[src/rtl/pexp_pkg.sv]
// Shared types for the port-expander register core.
// Assumes the register select is decoded once, in the transaction tracker.
package pexp_pkg;
    // Decoded register selected by the command pointer
    typedef enum logic [2:0] {
        SEL_INPUT   = 3'd0,
        SEL_OUTPUT  = 3'd1,
        SEL_POLAR   = 3'd2,
        SEL_CONFIG  = 3'd3,
        SEL_TIMEOUT = 3'd4,
        SEL_NONE    = 3'd7
    } sel_e;

    // Highest pointer value that selects a register
    localparam int LAST_CMD = 4;
endpackage

[src/rtl/pexp_xact.sv]
// Transaction tracker: holds the command pointer and the byte count, and
// turns received bytes into pointer loads or register write strobes.
// Assumes at most one of start/stop/byte per cycle; events win over a byte.
module pexp_xact
    import pexp_pkg::*;
#(
    parameter int LINES     = 8,
    parameter int MAX_BYTES = 2
) (
    input  logic             clk,
    input  logic             rst_n,
    input  logic             wr_start_i,
    input  logic             rd_start_i,
    input  logic             stop_i,
    input  logic             byte_vld_i,
    input  logic [LINES-1:0] byte_i,
    output logic [LINES-1:0] cmd_ptr_o,
    output logic             ptr_pending_o,
    output sel_e             sel_o,
    output logic             wr_en_o,
    output logic             ack_vld_o,
    output logic             ack_o
);
    localparam int CNT_W = $clog2(MAX_BYTES + 1);
    localparam logic [CNT_W-1:0] CNT_LIM = CNT_W'(MAX_BYTES);
    localparam logic [LINES-1:0] C_IN  = LINES'(0);
    localparam logic [LINES-1:0] C_OUT = LINES'(1);
    localparam logic [LINES-1:0] C_POL = LINES'(2);
    localparam logic [LINES-1:0] C_CFG = LINES'(3);
    localparam logic [LINES-1:0] C_TMO = LINES'(4);

    logic [CNT_W-1:0] cnt_q;
    logic             pending_q;
    logic [LINES-1:0] cmd_q;
    logic             any_evt;
    logic             take;
    logic             over;
    logic             accept;

    // Classify this cycle's byte: taken, over the length limit, accepted
    always_comb begin
        any_evt = wr_start_i | rd_start_i | stop_i;
        take    = byte_vld_i & ~any_evt;
        over    = (cnt_q >= CNT_LIM);
        wr_en_o = take & ~over & ~pending_q;
        accept  = take & ~over & (pending_q | (sel_o != SEL_NONE));
    end

    // Decode the pointer into a register select
    always_comb begin
        case (cmd_q)
            C_IN:    sel_o = SEL_INPUT;
            C_OUT:   sel_o = SEL_OUTPUT;
            C_POL:   sel_o = SEL_POLAR;
            C_CFG:   sel_o = SEL_CONFIG;
            C_TMO:   sel_o = SEL_TIMEOUT;
            default: sel_o = SEL_NONE;
        endcase
    end

    // Pointer, pending flag, byte count and acknowledge registers
    always_ff @(posedge clk) begin
        if (!rst_n) begin
            cnt_q     <= '0;
            pending_q <= 1'b0;
            cmd_q     <= '0;
            ack_vld_o <= 1'b0;
            ack_o     <= 1'b0;
        end else begin
            ack_vld_o <= take;
            ack_o     <= accept;
            if (any_evt) begin
                cnt_q <= '0;
                if (wr_start_i) pending_q <= 1'b1;
            end else if (take && !over) begin
                cnt_q <= cnt_q + 1'b1;
                if (pending_q) begin
                    cmd_q     <= byte_i;
                    pending_q <= 1'b0;
                end
            end
        end
    end

    assign cmd_ptr_o     = cmd_q;
    assign ptr_pending_o = pending_q;
endmodule

[src/rtl/pexp_regs.sv]
// Register file: line levels, direction, polarity and timeout.
// Input-configured levels track the pins every clock; writes are pre-decoded.
module pexp_regs
    import pexp_pkg::*;
#(
    parameter int               LINES   = 8,
    parameter logic [LINES-1:0] DIR_RST = '1,
    parameter logic [LINES-1:0] POL_RST = LINES'(8'hF0),
    parameter logic [LINES-1:0] TMO_RST = LINES'(1)
) (
    input  logic             clk,
    input  logic             rst_n,
    input  logic             wr_en_i,
    input  sel_e             wr_sel_i,
    input  logic [LINES-1:0] wr_data_i,
    input  logic [LINES-1:0] pin_in_i,
    output logic [LINES-1:0] level_o,
    output logic [LINES-1:0] dir_o,
    output logic [LINES-1:0] pol_o,
    output logic [LINES-1:0] tmo_o
);
    logic [LINES-1:0] level_q;
    logic [LINES-1:0] level_nxt;
    logic [LINES-1:0] dir_q;
    logic [LINES-1:0] pol_q;
    logic [LINES-1:0] tmo_q;
    logic             wr_out;
    logic             wr_cfg;

    assign wr_out = wr_en_i && (wr_sel_i == SEL_OUTPUT);
    assign wr_cfg = wr_en_i && (wr_sel_i == SEL_CONFIG);

    // Whole-byte registers: direction, polarity, timeout
    always_ff @(posedge clk) begin
        if (!rst_n) begin
            dir_q <= DIR_RST;
            pol_q <= POL_RST;
            tmo_q <= TMO_RST;
        end else if (wr_en_i) begin
            case (wr_sel_i)
                SEL_CONFIG:  dir_q <= wr_data_i;
                SEL_POLAR:   pol_q <= wr_data_i;
                SEL_TIMEOUT: tmo_q <= wr_data_i;
                default:     ;
            endcase
        end
    end

    for (genvar g = 0; g < LINES; g++) begin : g_line
        // Next level of one line: pin sample, latch write, direction clear
        always_comb begin
            level_nxt[g] = dir_q[g] ? pin_in_i[g] : level_q[g];
            if (wr_out && !dir_q[g]) level_nxt[g] = wr_data_i[g];
            if (wr_cfg && (dir_q[g] ^ wr_data_i[g])) level_nxt[g] = 1'b0;
        end

        // Level flop of one line; reset keeps it only where it was an input
        always_ff @(posedge clk) begin
            if (!rst_n) level_q[g] <= level_q[g] & dir_q[g];
            else        level_q[g] <= level_nxt[g];
        end
    end

    assign level_o = level_q;
    assign dir_o   = dir_q;
    assign pol_o   = pol_q;
    assign tmo_o   = tmo_q;
endmodule

[src/rtl/pexp_rdmux.sv]
// Read path: selects the register at the pointer and registers it on a
// read request. Assumes the select is stable in the request cycle.
module pexp_rdmux
    import pexp_pkg::*;
#(
    parameter int LINES = 8
) (
    input  logic             clk,
    input  logic             rst_n,
    input  logic             rd_req_i,
    input  sel_e             sel_i,
    input  logic [LINES-1:0] level_i,
    input  logic [LINES-1:0] dir_i,
    input  logic [LINES-1:0] pol_i,
    input  logic [LINES-1:0] tmo_i,
    output logic [LINES-1:0] rd_data_o,
    output logic             rd_vld_o
);
    logic [LINES-1:0] view;

    // Register view for the current select
    always_comb begin
        case (sel_i)
            SEL_INPUT:   view = level_i ^ pol_i;
            SEL_OUTPUT:  view = level_i & ~dir_i;
            SEL_POLAR:   view = pol_i;
            SEL_CONFIG:  view = dir_i;
            SEL_TIMEOUT: view = tmo_i;
            default:     view = '1;
        endcase
    end

    // Capture the view on a read request
    always_ff @(posedge clk) begin
        if (!rst_n) begin
            rd_data_o <= '0;
            rd_vld_o  <= 1'b0;
        end else begin
            rd_vld_o <= rd_req_i;
            if (rd_req_i) rd_data_o <= view;
        end
    end
endmodule

[src/rtl/pexp_core.sv]
// Port-expander register core: byte-level events in, accept flags and read
// bytes out, plus line drive. Assumes one register per serial byte, so
// LINES also sets the byte width.
module pexp_core
    import pexp_pkg::*;
#(
    parameter int               LINES     = 8,
    parameter int               MAX_BYTES = 2,
    parameter logic [LINES-1:0] DIR_RST   = '1,
    parameter logic [LINES-1:0] POL_RST   = LINES'(8'hF0),
    parameter logic [LINES-1:0] TMO_RST   = LINES'(1)
) (
    input  logic             clk,
    input  logic             rst_n,
    input  logic             wr_start_i,
    input  logic             rd_start_i,
    input  logic             stop_i,
    input  logic             byte_vld_i,
    input  logic [LINES-1:0] byte_i,
    input  logic             rd_req_i,
    output logic [LINES-1:0] rd_data_o,
    output logic             rd_vld_o,
    output logic             ack_vld_o,
    output logic             ack_o,
    input  logic [LINES-1:0] pin_in_i,
    output logic [LINES-1:0] pin_out_o
);
    logic [LINES-1:0] cmd_ptr;
    logic             ptr_pending;
    sel_e             cmd_sel;
    logic             wr_en;
    logic [LINES-1:0] level;
    logic [LINES-1:0] dir;
    logic [LINES-1:0] pol;
    logic [LINES-1:0] tmo;

    pexp_xact #(.LINES(LINES), .MAX_BYTES(MAX_BYTES)) u_xact (
        .clk           (clk),
        .rst_n         (rst_n),
        .wr_start_i    (wr_start_i),
        .rd_start_i    (rd_start_i),
        .stop_i        (stop_i),
        .byte_vld_i    (byte_vld_i),
        .byte_i        (byte_i),
        .cmd_ptr_o     (cmd_ptr),
        .ptr_pending_o (ptr_pending),
        .sel_o         (cmd_sel),
        .wr_en_o       (wr_en),
        .ack_vld_o     (ack_vld_o),
        .ack_o         (ack_o)
    );

    pexp_regs #(.LINES(LINES), .DIR_RST(DIR_RST), .POL_RST(POL_RST),
                .TMO_RST(TMO_RST)) u_regs (
        .clk       (clk),
        .rst_n     (rst_n),
        .wr_en_i   (wr_en),
        .wr_sel_i  (cmd_sel),
        .wr_data_i (byte_i),
        .pin_in_i  (pin_in_i),
        .level_o   (level),
        .dir_o     (dir),
        .pol_o     (pol),
        .tmo_o     (tmo)
    );

    pexp_rdmux #(.LINES(LINES)) u_rdmux (
        .clk       (clk),
        .rst_n     (rst_n),
        .rd_req_i  (rd_req_i),
        .sel_i     (cmd_sel),
        .level_i   (level),
        .dir_i     (dir),
        .pol_i     (pol),
        .tmo_i     (tmo),
        .rd_data_o (rd_data_o),
        .rd_vld_o  (rd_vld_o)
    );

    // Line drive: output-configured lines follow the latch, inputs drive 0
    for (genvar g = 0; g < LINES; g++) begin : g_drive
        assign pin_out_o[g] = ~dir[g] & level[g];
    end
endmodule

[config.mk]
export PLATFORM = sky130hd
export DESIGN_NAME = pexp_core
export DESIGN_NICKNAME = d
export VERILOG_FILES = /design/src/rtl/pexp_pkg.sv /design/src/rtl/pexp_xact.sv /design/src/rtl/pexp_regs.sv /design/src/rtl/pexp_rdmux.sv /design/src/rtl/pexp_core.sv
export SDC_FILE = /design/constraint.sdc
export NUM_CORES = 1
export LEC_CHECK = 0
export ABC_AREA = 0
export CORE_MARGIN = 10
export CORE_UTILIZATION = 59
export CTS_CLUSTER_DIAMETER = 60
export DETAILED_ROUTE_END_ITERATION = 12
export GPL_TIMING_DRIVEN = 0
export PLACE_DENSITY = 0.95
export SLEW_MARGIN = 10
export SYNTH_ARGS = -nofsm -noshare
export SYNTH_HDL_FRONTEND = slang
export SYNTH_SLANG_ARGS = --single-unit
[constraint.sdc]
create_clock -name clk -period 3.45 [get_ports clk]
set_clock_uncertainty 0.2 [all_clocks]
set_input_delay 0.69 -clock clk [delete_from_list [all_inputs] [get_ports clk]]
set_output_delay 0.69 -clock clk [all_outputs]
set_load 0.02 [all_outputs]
==> results.md, run 1 <==
- Count of hold-fix buffers inserted at cts: 0
- Vias in the first global route: 2700
- H-Tree Depth: 2
- Ys Warns: 0
- Cell internal pwr: 0.964 mW
- Fmax: 0.327 GHz
- Mapped Avg Cell Area: 8.47 sq um
- Hold Crit Depth: 2
- Core Area: 4820 sq um
- Worst hold endpoint: u_xact.cnt_q[1]
- WS Path Type: input port to register
- CP Launch Type: input port
- DIE AREA: 8310 sq um
- Post-cts gate resize count: 0
- Commonest non-fill, non-tap cell in the layout: dfxtp_1
- Setup bufs post-CTS: 0
- Largest net degree at the start of global routing: 19
- Peak VDD IR: 0.000173 V
- Syn_nets: 377
- P&R area growth vs syn: 20.1%
- Unrepaired setup endpoints after global routing: no
- Ant diodes: 0
- DIE HEIGHT: 91.2 um
- Clock power share: 0.345
- Placed cell areas: 3470 sq um
- Residual DRC: 0
- Gr usage total: 0.184
- Sequential area share after synthesis: 0.388
- Vias/cell: 6.01
- Worst Tran Pin Value: 0.567 ns
- Final Slew Violations: 0
- Worst setup EP type: register
- Dpl hpwl: 5770 um
- RR Startpoint: u_xact.cnt_q[0]
- Leakage power: 1.42 nW
- Slack of the worst reg-to-reg path: 0.66 ns
- EDFF count, synth: 8
- Vias: 2813
- DRT Wirelength: 7830 um
- Max-cap violations: 0
- Hold path start: u_xact.cnt_q[1]
- Initial cell density of the core: 0.621
- R2R cell count: 8
- Area contributors post-synth: dfxtp_1 (31%), mux2i_1 (10%), edfxtp_1 (8.0%)
- Distinct cells, synth: 41
- Final hold vios: 0
- Overflow after GRT: 0
- Initial DRC Count: 208
- Total power: 1.30 mW
- Tmin final: 3.05 ns
- Slew margin rel.: 0.622
- Synth top area share: 0.308
- Final #Nets: 424
- Clk buf depth: 2
- # fillers: 389
- # setup viols final: 0
- Fraction of registers with async set/reset: 0
- TritonCTS Buffers: 5
- Synth area leader: dfxtp_1
- Final Cell Area: 3590 sq um
- Mapped cell area: 2990 sq um
- Sw power: 0.333 mW
- Yosys reg bits: 54
- Share of cells above drive strength 1: 0.0698
- Most frequent cells in the layout: dfxtp_1 (46), clkdlybuf4s50_1 (40), nor2b_1 (33)
- Antenna viol nets, final: 0
- First-pass GRT wire length: 12900 um
- Clock transition at path regs: 0.10 ns
- Initial antenna violation count: 0
- Final setup TNS: 0 ns
- Share of total power in combinational logic: 0.134
- Syn Inst Count: 353
- Root buffer cell: clkbuf_8
- CTS tree: built
- HP Class: register to register
- 1st-pass router iterations: 5
- Die width: 91.2 um
- Final worst-path cycle share: 0.885
- CTS sink cnt: 54
- Number of buffers added on ports: 40
- Worst Path Arrival: 2.90 ns
- I/O pins: 42
- Routed WL per cell: 16.7 um
- Status: finished clean
- Worst-path fanout max: 9
- R2R Path End: u_regs.level_o[4]
- Row count: 25
- Top_reg_cell synth: dfxtp_1
- Hold Slack: 0.276 ns
- GPL Wtd Cong: 0.859
- Clock Latency Late Sink: 0.31 ns
- Sequential cell fraction of total power: 0.521
- Pwr/cell area: 361 nW/um^2
- Worst EP required: 3.30 ns
- Switching share of power: 0.256
[layer usage]
metal	track usage	wire length, um	vias up
met5	0	0	-
li1	-	-	1331
met3	0.0420	686	21
met4	0.0666	173	0
met2	0.314	3680	175
met1	0.220	3290	1286
[state kept, by name, indices dropped and copies added (netlist names)]
name and cells:
u_xact.ack_o 1, u_xact.cmd_ptr_o 8, u_rdmux.rd_data_o 8, u_regs.pol_o 8
u_regs.tmo_o 8, u_xact.ptr_pending_o 1, u_xact.ack_vld_o 1, u_xact.cnt_q 2
u_rdmux.rd_vld_o 1, u_regs.dir_o 8, u_regs.level_o 8
[per-stage QoR]
stage | cells | util | setup slack (ns)
6_report | 468 | 0.745 | 0.396
5_1_grt | 468 | 0.745 | 0.349
4_1_cts | 468 | 0.745 | 0.464
3_5_place_dp | 460 | 0.721 | 0.181
3_3_place_gp | 460 | 0.721 | 0.222
2_1_floorplan | 353 | - | 1.09
[critical path: stages]
cell	delay (ns)
clkdlybuf4s50_1	0.49
nor3b_1	0.41
nand4_2	0.36
or2_1	0.33
buf_4	0.17
nand2_1	0.25
or3b_2	0.19
[cell families after synthesis]
family,after synthesis,share of synthesized area
simple gates,129,0.244
xor+xnor,9,0.0264
compound gates,81,0.162
mux,32,0.108
buf+inv,47,0.0682
fa+ha+maj,1,0.00419
flops,54,0.388
[layout make-up]
type / instances / area, sq um / share of cell area
Clock buffer: 5 / 68.8 / 0.0192
Multi-Input combinational cell: 252 / 1620 / 0.452
Tap cell: 67 / 83.8 / 0.0234
Inverter: 18 / 67.6 / 0.0188
Buffer: 29 / 136 / 0.0380
Clock inverter: 3 / 47.5 / 0.0132
Timing Repair Buffer: 40 / 400 / 0.112
Sequential cell: 54 / 1160 / 0.323
[synthesized netlist by cell type, drive strengths merged (2+ instances only)]
cell	number
buf	9
nand3	9
o221ai	6
or3b	9
clkbuf	20
dfxtp	46
o21ai	31
inv	18
a21oi	24
nand4	3
nor3	4
nand2b	9
a31oi	7
a211oi	2
o311ai	7
nand2	28
xnor2	9
edfxtp	8
and4	2
nor2	22
nor2b	33
and2	3
mux2i	31
[worst max path at each step]
stage / startpoint / endpoint / slack [ns] / depth (start not counted)
floorplan: byte_vld_i / u_regs.level_o[0] / 1.09 / 7
global placement: byte_vld_i / u_regs.level_o[2] / 0.22 / 7
detailed placement: byte_vld_i / u_regs.level_o[3] / 0.18 / 7
CTS: byte_vld_i / u_regs.level_o[4] / 0.46 / 7
global route: byte_vld_i / u_regs.level_o[3] / 0.35 / 7
finish: byte_vld_i / u_regs.level_o[4] / 0.40 / 7
[power by group through the flow]
stage / Sequential (mW) / Clock, mW / Combinational [mW]
global placement: 0.688 / 0 / 0.166
floorplan: 0.697 / 0 / 0.0850
global route: 0.678 / 0.471 / 0.189
finish: 0.675 / 0.447 / 0.174
detailed placement: 0.690 / 0 / 0.172
CTS: 0.675 / 0.447 / 0.172
Power figures use the tool's default switching activity.
==> run 2, diff against run 1 <==
CORE_MARGIN = 1.5   (was 10)
==> run 2 against run 1 <==
Against the previous run: sequential share of layout area increased by 0.10 points; hold slack got worse by 0.0020 ns; critical endpoint is now u_regs.level_o[7]; flip-flop and latch count unchanged; via count decreased by 1.2%; wire length decreased by 5.3%; fmax increased by 2.2%; total power decreased by 3.8%; count of clock-buffer cells in the layout increased by 2; combinational power about the same; critical path type unchanged; worst setup slack improved by 0.067 ns; clock power decreased by 11%.
==> results.md, run 2 (synthesis gave the netlist of run 1 again) <==
- Slack of the worst reg-to-reg path: 0.71 ns (+0.05 ns)
- Residual DRC: 0 (unchanged)
- Clock power share: 0.320 (-0.025)
- Fmax: 0.335 GHz (+2.2%)
- Final #Nets: 424 (unchanged)
- R2R Path End: u_regs.level_o[7]
- Sw power: 0.319 mW (-4.0%)
- First-pass GRT wire length: 11700 um (-9.9%)
- 1st-pass router iterations: 6 (+1)
- Antenna viol nets, final: 0 (unchanged)
- I/O pins: 42 (unchanged)
- Max-cap violations: 0 (unchanged)
- DRT Wirelength: 7420 um (-5.3%)
- Number of buffers added on ports: 40 (unchanged)
- Cell internal pwr: 0.928 mW (-3.8%)
- Ant diodes: 0 (unchanged)
- Count of hold-fix buffers inserted at cts: 0 (unchanged)
- Worst hold endpoint: u_xact.cmd_ptr_o[7]
- Worst path buffer plus inverter count: 1 (-1)
- Most frequent cells in the layout: dfxtp_1 (46), clkdlybuf4s50_1 (40), nor2b_1 (33)
- Pwr/cell area: 349 nW/um^2 (-3.5%)
- P&R area growth vs syn: 19.7%
- Crit path cell chain: clkdlybuf4s50_1, nor3b_1, and4_1, nand4_1, a211oi_1, nor3_1
- Die width: 74.2 um (-19%)
- WS Path Type: input port to register
- RR Startpoint: u_xact.cmd_ptr_o[1]
- DIE HEIGHT: 74.2 um (-19%)
- Share of cells above drive strength 1: 0.0698 (unchanged)
- Commonest non-fill, non-tap cell in the layout: dfxtp_1
- R2R cell count: 6 (-2)
- Core Area: 4790 sq um (-0.65%)
- Clk buf depth: 2 (unchanged)
- Row count: 25 (unchanged)
- Final hold vios: 0 (unchanged)
- Multi-input logic area: 1620 sq um (unchanged)
- Sequential cell fraction of total power: 0.540 (+0.019)
- Final setup TNS: 0 ns (unchanged)
- Final Slew Violations: 0 (unchanged)
- Root buffer cell: clkbuf_8
- Hold path start: u_xact.cmd_ptr_o[7]
- Worst setup EP type: register
- Tmin final: 2.99 ns (-0.0671 ns)
- Vias in the first global route: 2417 (-10%)
- CTS tree: built
- Initial antenna violation count: 0 (unchanged)
- Dpl hpwl: 5180 um (-10%)
- # setup viols final: 0 (unchanged)
- Clock Latency Late Sink: 0.32 ns (about the same)
- Initial cell density of the core: 0.625 (+0.00406)
- Post-Layout Cell Count: 468 (unchanged)
- Slew margin rel.: 0.605 (-0.0172)
- Peak VDD IR: 0.000180 V (+4.4%)
- DIE AREA: 5500 sq um (-34%)
- Initial DRC Count: 329 (+58%)
- Vias: 2778 (-1.2%)
- Status: finished clean
- HP Class: register to register
- CP Launch Type: input port
- TritonCTS Buffers: 5 (unchanged)
- Overflow after GRT: 0 (unchanged)
- H-Tree Depth: 2 (unchanged)
- Worst path top cell family by delay: simple AND/OR/NAND/NOR gates
- FF/Latch Area: 1160 sq um (unchanged)
- Vias/cell: 5.94 (-1.2%)
- CP Depth: 6 (-1)
- Worst Tran Pin Value: 0.591 ns (+0.0240 ns)
- GPL Wtd Cong: 0.861 (+0.23%)
- Worst-path fanout max: 9 (unchanged)
- Post-cts gate resize count: 0 (unchanged)
- Share of total power in combinational logic: 0.140 (+0.006)
- # fillers: 356 (-8.5%)
- Clock transition at path regs: 0.09 ns (about the same)
- Placed Cells incl. Taps: 460 (unchanged)
- Hold Crit Depth: 2 (unchanged)
- Largest net degree at the start of global routing: 17 (-2)
- Unrepaired setup endpoints after global routing: no
- Setup bufs post-CTS: 0 (unchanged)
- CP max stage delay: 0.50 ns (about the same)
- Routed WL per cell: 15.9 um (-5.3%)
- Worst Path Arrival: 2.85 ns (-0.05 ns)
- Gr usage total: 0.281 (+0.0970)
- Switching share of power: 0.256 (-0.000443)
- CTS sink cnt: 54 (unchanged)
- CP max-delay cell: nand4_1
- Final worst-path cycle share: 0.866 (-0.0195)
- Leakage power: 1.41 nW (-0.30%)
- Worst EP required: 3.32 ns (+0.02 ns)
-- run 2: cell types whose count changed in the layout (fill, tap and decap cells not counted) --
cell	delta
inv_6	-1
bufinv_16	-1
clkbuf_8	+2
-- run 2: layout make-up --
class                           count  share of cell area
Buffer                             29              0.0381
Clock buffer                        7              0.0269
Inverter                           18              0.0189
Multi-Input combinational cell    252               0.454
Tap cell                           67              0.0234
Sequential cell                    54               0.324
Timing Repair Buffer               40               0.112
Clock inverter                      1             0.00245
-- run 2: worst register-to-register path, delay by kind of cell, from the launching register on --
| family | cells | cell delay [ns] |
|---|---|---|
| compound gates | 1 | 0.39 |
| buf+inv | 3 | 0.95 |
| flops | 1 | 0.36 |
| simple gates | 2 | 0.60 |
-- run 2: worst max path at each step --
stage / to / start / slack (ns)
2_1_floorplan: u_regs.level_o[0] / byte_vld_i / 1.09
3_3_place_gp: u_regs.level_o[5] / byte_vld_i / 0.24
3_5_place_dp: u_regs.level_o[7] / byte_vld_i / 0.22
4_1_cts: u_regs.level_o[7] / byte_vld_i / 0.50
5_1_grt: u_regs.level_o[7] / byte_vld_i / 0.37
6_report: u_regs.level_o[7] / byte_vld_i / 0.46
-- run 2: metrics by stage --
step	hold slack (ns)	cell area, sq um	util	worst slack [ns]	power [mW]
finish	0.274	3580	0.748	0.463	1.25
global route	0.314	3580	0.748	0.369	1.29
CTS	0.271	3580	0.748	0.503	1.24
detailed placement	0.258	3470	0.726	0.221	0.859
global placement	0.248	3470	0.726	0.238	0.853
floorplan	0.240	2990	-	1.09	0.782
-- run 2: per-layer routing --
layer	up-vias	global-route usage	share of wire
li1	1330	-	-
met1	1252	0.372	0.41
met2	183	0.455	0.46
met3	13	0.0556	0.12
met4	0	0.105	0.015
met5	-	0	0
-- run 2: power groups by stage --
stage          sequential, mW  clock [mW]  combinational, mW
2_1_floorplan           0.697           0             0.0850
3_3_place_gp            0.688           0              0.165
3_5_place_dp            0.688           0              0.170
4_1_cts                 0.674       0.396              0.172
5_1_grt                 0.676       0.428              0.189
6_report                0.674       0.399              0.174
==> run 3, diff against run 2 <==
--- a/config.mk
+++ b/config.mk
@@ -8,9 +8,9 @@
 export ABC_AREA = 0
 export CORE_MARGIN = 1.5
-export CORE_UTILIZATION = 59
+export CORE_UTILIZATION = 60
 export CTS_CLUSTER_DIAMETER = 60
 export DETAILED_ROUTE_END_ITERATION = 12
-export GPL_TIMING_DRIVEN = 0
-export PLACE_DENSITY = 0.95
+export DONT_BUFFER_PORTS = 1
+export PLACE_DENSITY = 0.88
 export SLEW_MARGIN = 10
 export SYNTH_ARGS = -nofsm -noshare
--- a/constraint.sdc
+++ b/constraint.sdc
@@ -3,3 +3,3 @@
 set_input_delay 0.69 -clock clk [delete_from_list [all_inputs] [get_ports clk]]
 set_output_delay 0.69 -clock clk [all_outputs]
-set_load 0.02 [all_outputs]
+set_load 0.005 [all_outputs]
==> run 3 against run 2 <==
Against the previous run: via count down 15%; hold slack worse by 0.038 ns; non-clock buffer count down 64; count of clock-buffer cells in the layout down 1; register-to-register slack better by 0.07 ns; final cell count down 14%.
==> results.md, run 3 (synthesis gave the netlist of run 1 again) <==
- Tmin final: 2.67 ns (-0.317 ns)
- DIE HEIGHT: 73.6 um (-0.80%)
- Worst-path fanout max: 15 (+6)
- HP Class: input port to register
- Vias/cell: 5.83 (-1.8%)
- # setup viols final: 0 (unchanged)
- Commonest non-fill, non-tap cell in the layout: dfxtp_1
- Routed WL per cell: 15.6 um (-1.9%)
- Clock Latency Late Sink: 0.32 ns (about the same)
- P&R area growth vs syn: 3.10%
- H-Tree Depth: 2 (unchanged)
- Share of cells above drive strength 1: 0.0712 (+0.00139)
- Util after Layout: 0.648 (-0.0996)
- Final worst-path cycle share: 0.774 (-0.0918)
- Worst path buffer plus inverter count: 1 (unchanged)
- 1st-pass router iterations: 4 (-2)
- Vias: 2355 (-15%)
- Placed Cells incl. Taps: 396 (-14%)
- TritonCTS Buffers: 5 (unchanged)
- Gr usage total: 0.243 (-0.0378)
- First-pass GRT wire length: 9980 um (-14%)
- DRT Wirelength: 6290 um (-15%)
- Row count: 25 (unchanged)
- Worst Tran Pin Value: 0.545 ns (-0.0458 ns)
- CP Launch Type: register
- Most frequent cells in the layout: dfxtp_1 (46), nor2b_1 (33), mux2i_1 (31), o21ai_0 (31), nand2_1 (28)
- CP max-delay cell: and4_1
- CTS tree: built
- Count of hold-fix buffers inserted at cts: 0 (unchanged)
- Peak VDD IR: 0.000186 V (+3.4%)
- I/O pins: 42 (unchanged)
- Post-cts gate resize count: 0 (unchanged)
- Hold Slack: 0.235 ns (-0.0384 ns)
- Vias in the first global route: 2014 (-17%)
- Final #Nets: 360 (-15%)
- Unrepaired setup endpoints after global routing: no
- Max-cap violations: 0 (unchanged)
- Slew margin rel.: 0.635 (+0.0298)
- # fillers: 416 (+17%)
- Initial antenna violation count: 0 (unchanged)
- Worst EP required: 3.30 ns (-0.02 ns)
- Fmax: 0.374 GHz (+12%)
- Final setup TNS: 0 ns (unchanged)
- Initial cell density of the core: 0.629 (+0.00411)
- Dpl hpwl: 4390 um (-15%)
- Initial DRC Count: 186 (-43%)
- Most frequent CP cell: and4_1
- CP max stage delay: 0.58 ns (+0.08 ns)
- Largest net degree at the start of global routing: 71 (+54)
- Post-Layout Cell Count: 404 (-14%)
- Setup bufs post-CTS: 0 (unchanged)
- DIE AREA: 5410 sq um (-1.6%)
- Clk buf depth: 2 (unchanged)
- Final hold vios: 0 (unchanged)
- Worst setup EP type: register
- Residual DRC: 0 (unchanged)
- Crit path cell chain: inv_1, ha_1, nor3b_1, and4_1, and4_1, nand2_1, or3b_2
- GPL Wtd Cong: 0.796 (-7.5%)
- Core Area: 4750 sq um (-0.65%)
- CTS sink cnt: 54 (unchanged)
- Ant diodes: 0 (unchanged)
- Worst Path Arrival: 2.52 ns (-0.33 ns)
- Die width: 73.6 um (-0.80%)
- Status: finished clean
- Worst path top cell family by delay: simple AND/OR/NAND/NOR gates
- Overflow after GRT: 0 (unchanged)
- Final Slew Violations: 0 (unchanged)
- Pwr/cell area: 380 nW/um^2 (+9.0%)
- Clock transition at path regs: 0.10 ns (about the same)
- Number of buffers added on ports: 0 (-100%)
- Root buffer cell: clkbuf_8
- WS Path Type: register to register
- Antenna viol nets, final: 0 (unchanged)
- Leakage power: 1.22 nW (-14%)
[run 3: through the flow]
stage	power, mW	area, sq um	setup slack, ns
floorplan	0.771	2990	1.09
global placement	0.776	2970	0.783
detailed placement	0.780	2970	0.716
CTS	1.18	3080	0.810
global route	1.22	3080	0.666
finish	1.17	3080	0.779
[run 3: final timing paths]
| check | endpoint | start | cells after the start | slack, ns |
|---|---|---|---|---|
| worst min register to register | u_xact.cnt_q[1] | u_xact.cnt_q[1] | 2 | 0.28 |
| worst max-delay path | u_regs.level_o[3] | u_xact.cnt_q[0] | 7 | 0.78 |
| worst min-delay path | u_regs.pol_o[7] | rst_n | 1 | 0.24 |
| worst max register to register | u_regs.level_o[3] | u_xact.cnt_q[0] | 7 | 0.78 |
[run 3: power by group]
group	switching [mW]	total, mW	leakage, nW	internal, mW
clock network	0.218	0.405	0.0529	0.188
registers	0.0183	0.678	0.455	0.659
logic	0.0408	0.0884	0.708	0.0476
[run 3: final cells by class]
class | count | area (sq um) | area share
Inverter | 18 | 67.6 | 0.0219
Clock inverter | 2 | 13.8 | 0.00447
Timing Repair Buffer | 5 | 37.5 | 0.0122
Tap cell | 67 | 83.8 | 0.0272
Sequential cell | 54 | 1160 | 0.377
Clock buffer | 6 | 93.8 | 0.0305
Multi-Input combinational cell | 252 | 1620 | 0.527
[run 3: routing by layer]
| metal | global-route usage | wire, um |
|---|---|---|
| met1 | 0.346 | 3040 |
| met2 | 0.361 | 2820 |
| met3 | 0.0549 | 331 |
| met4 | 0.0864 | 94 |
| met5 | 0 | 0 |
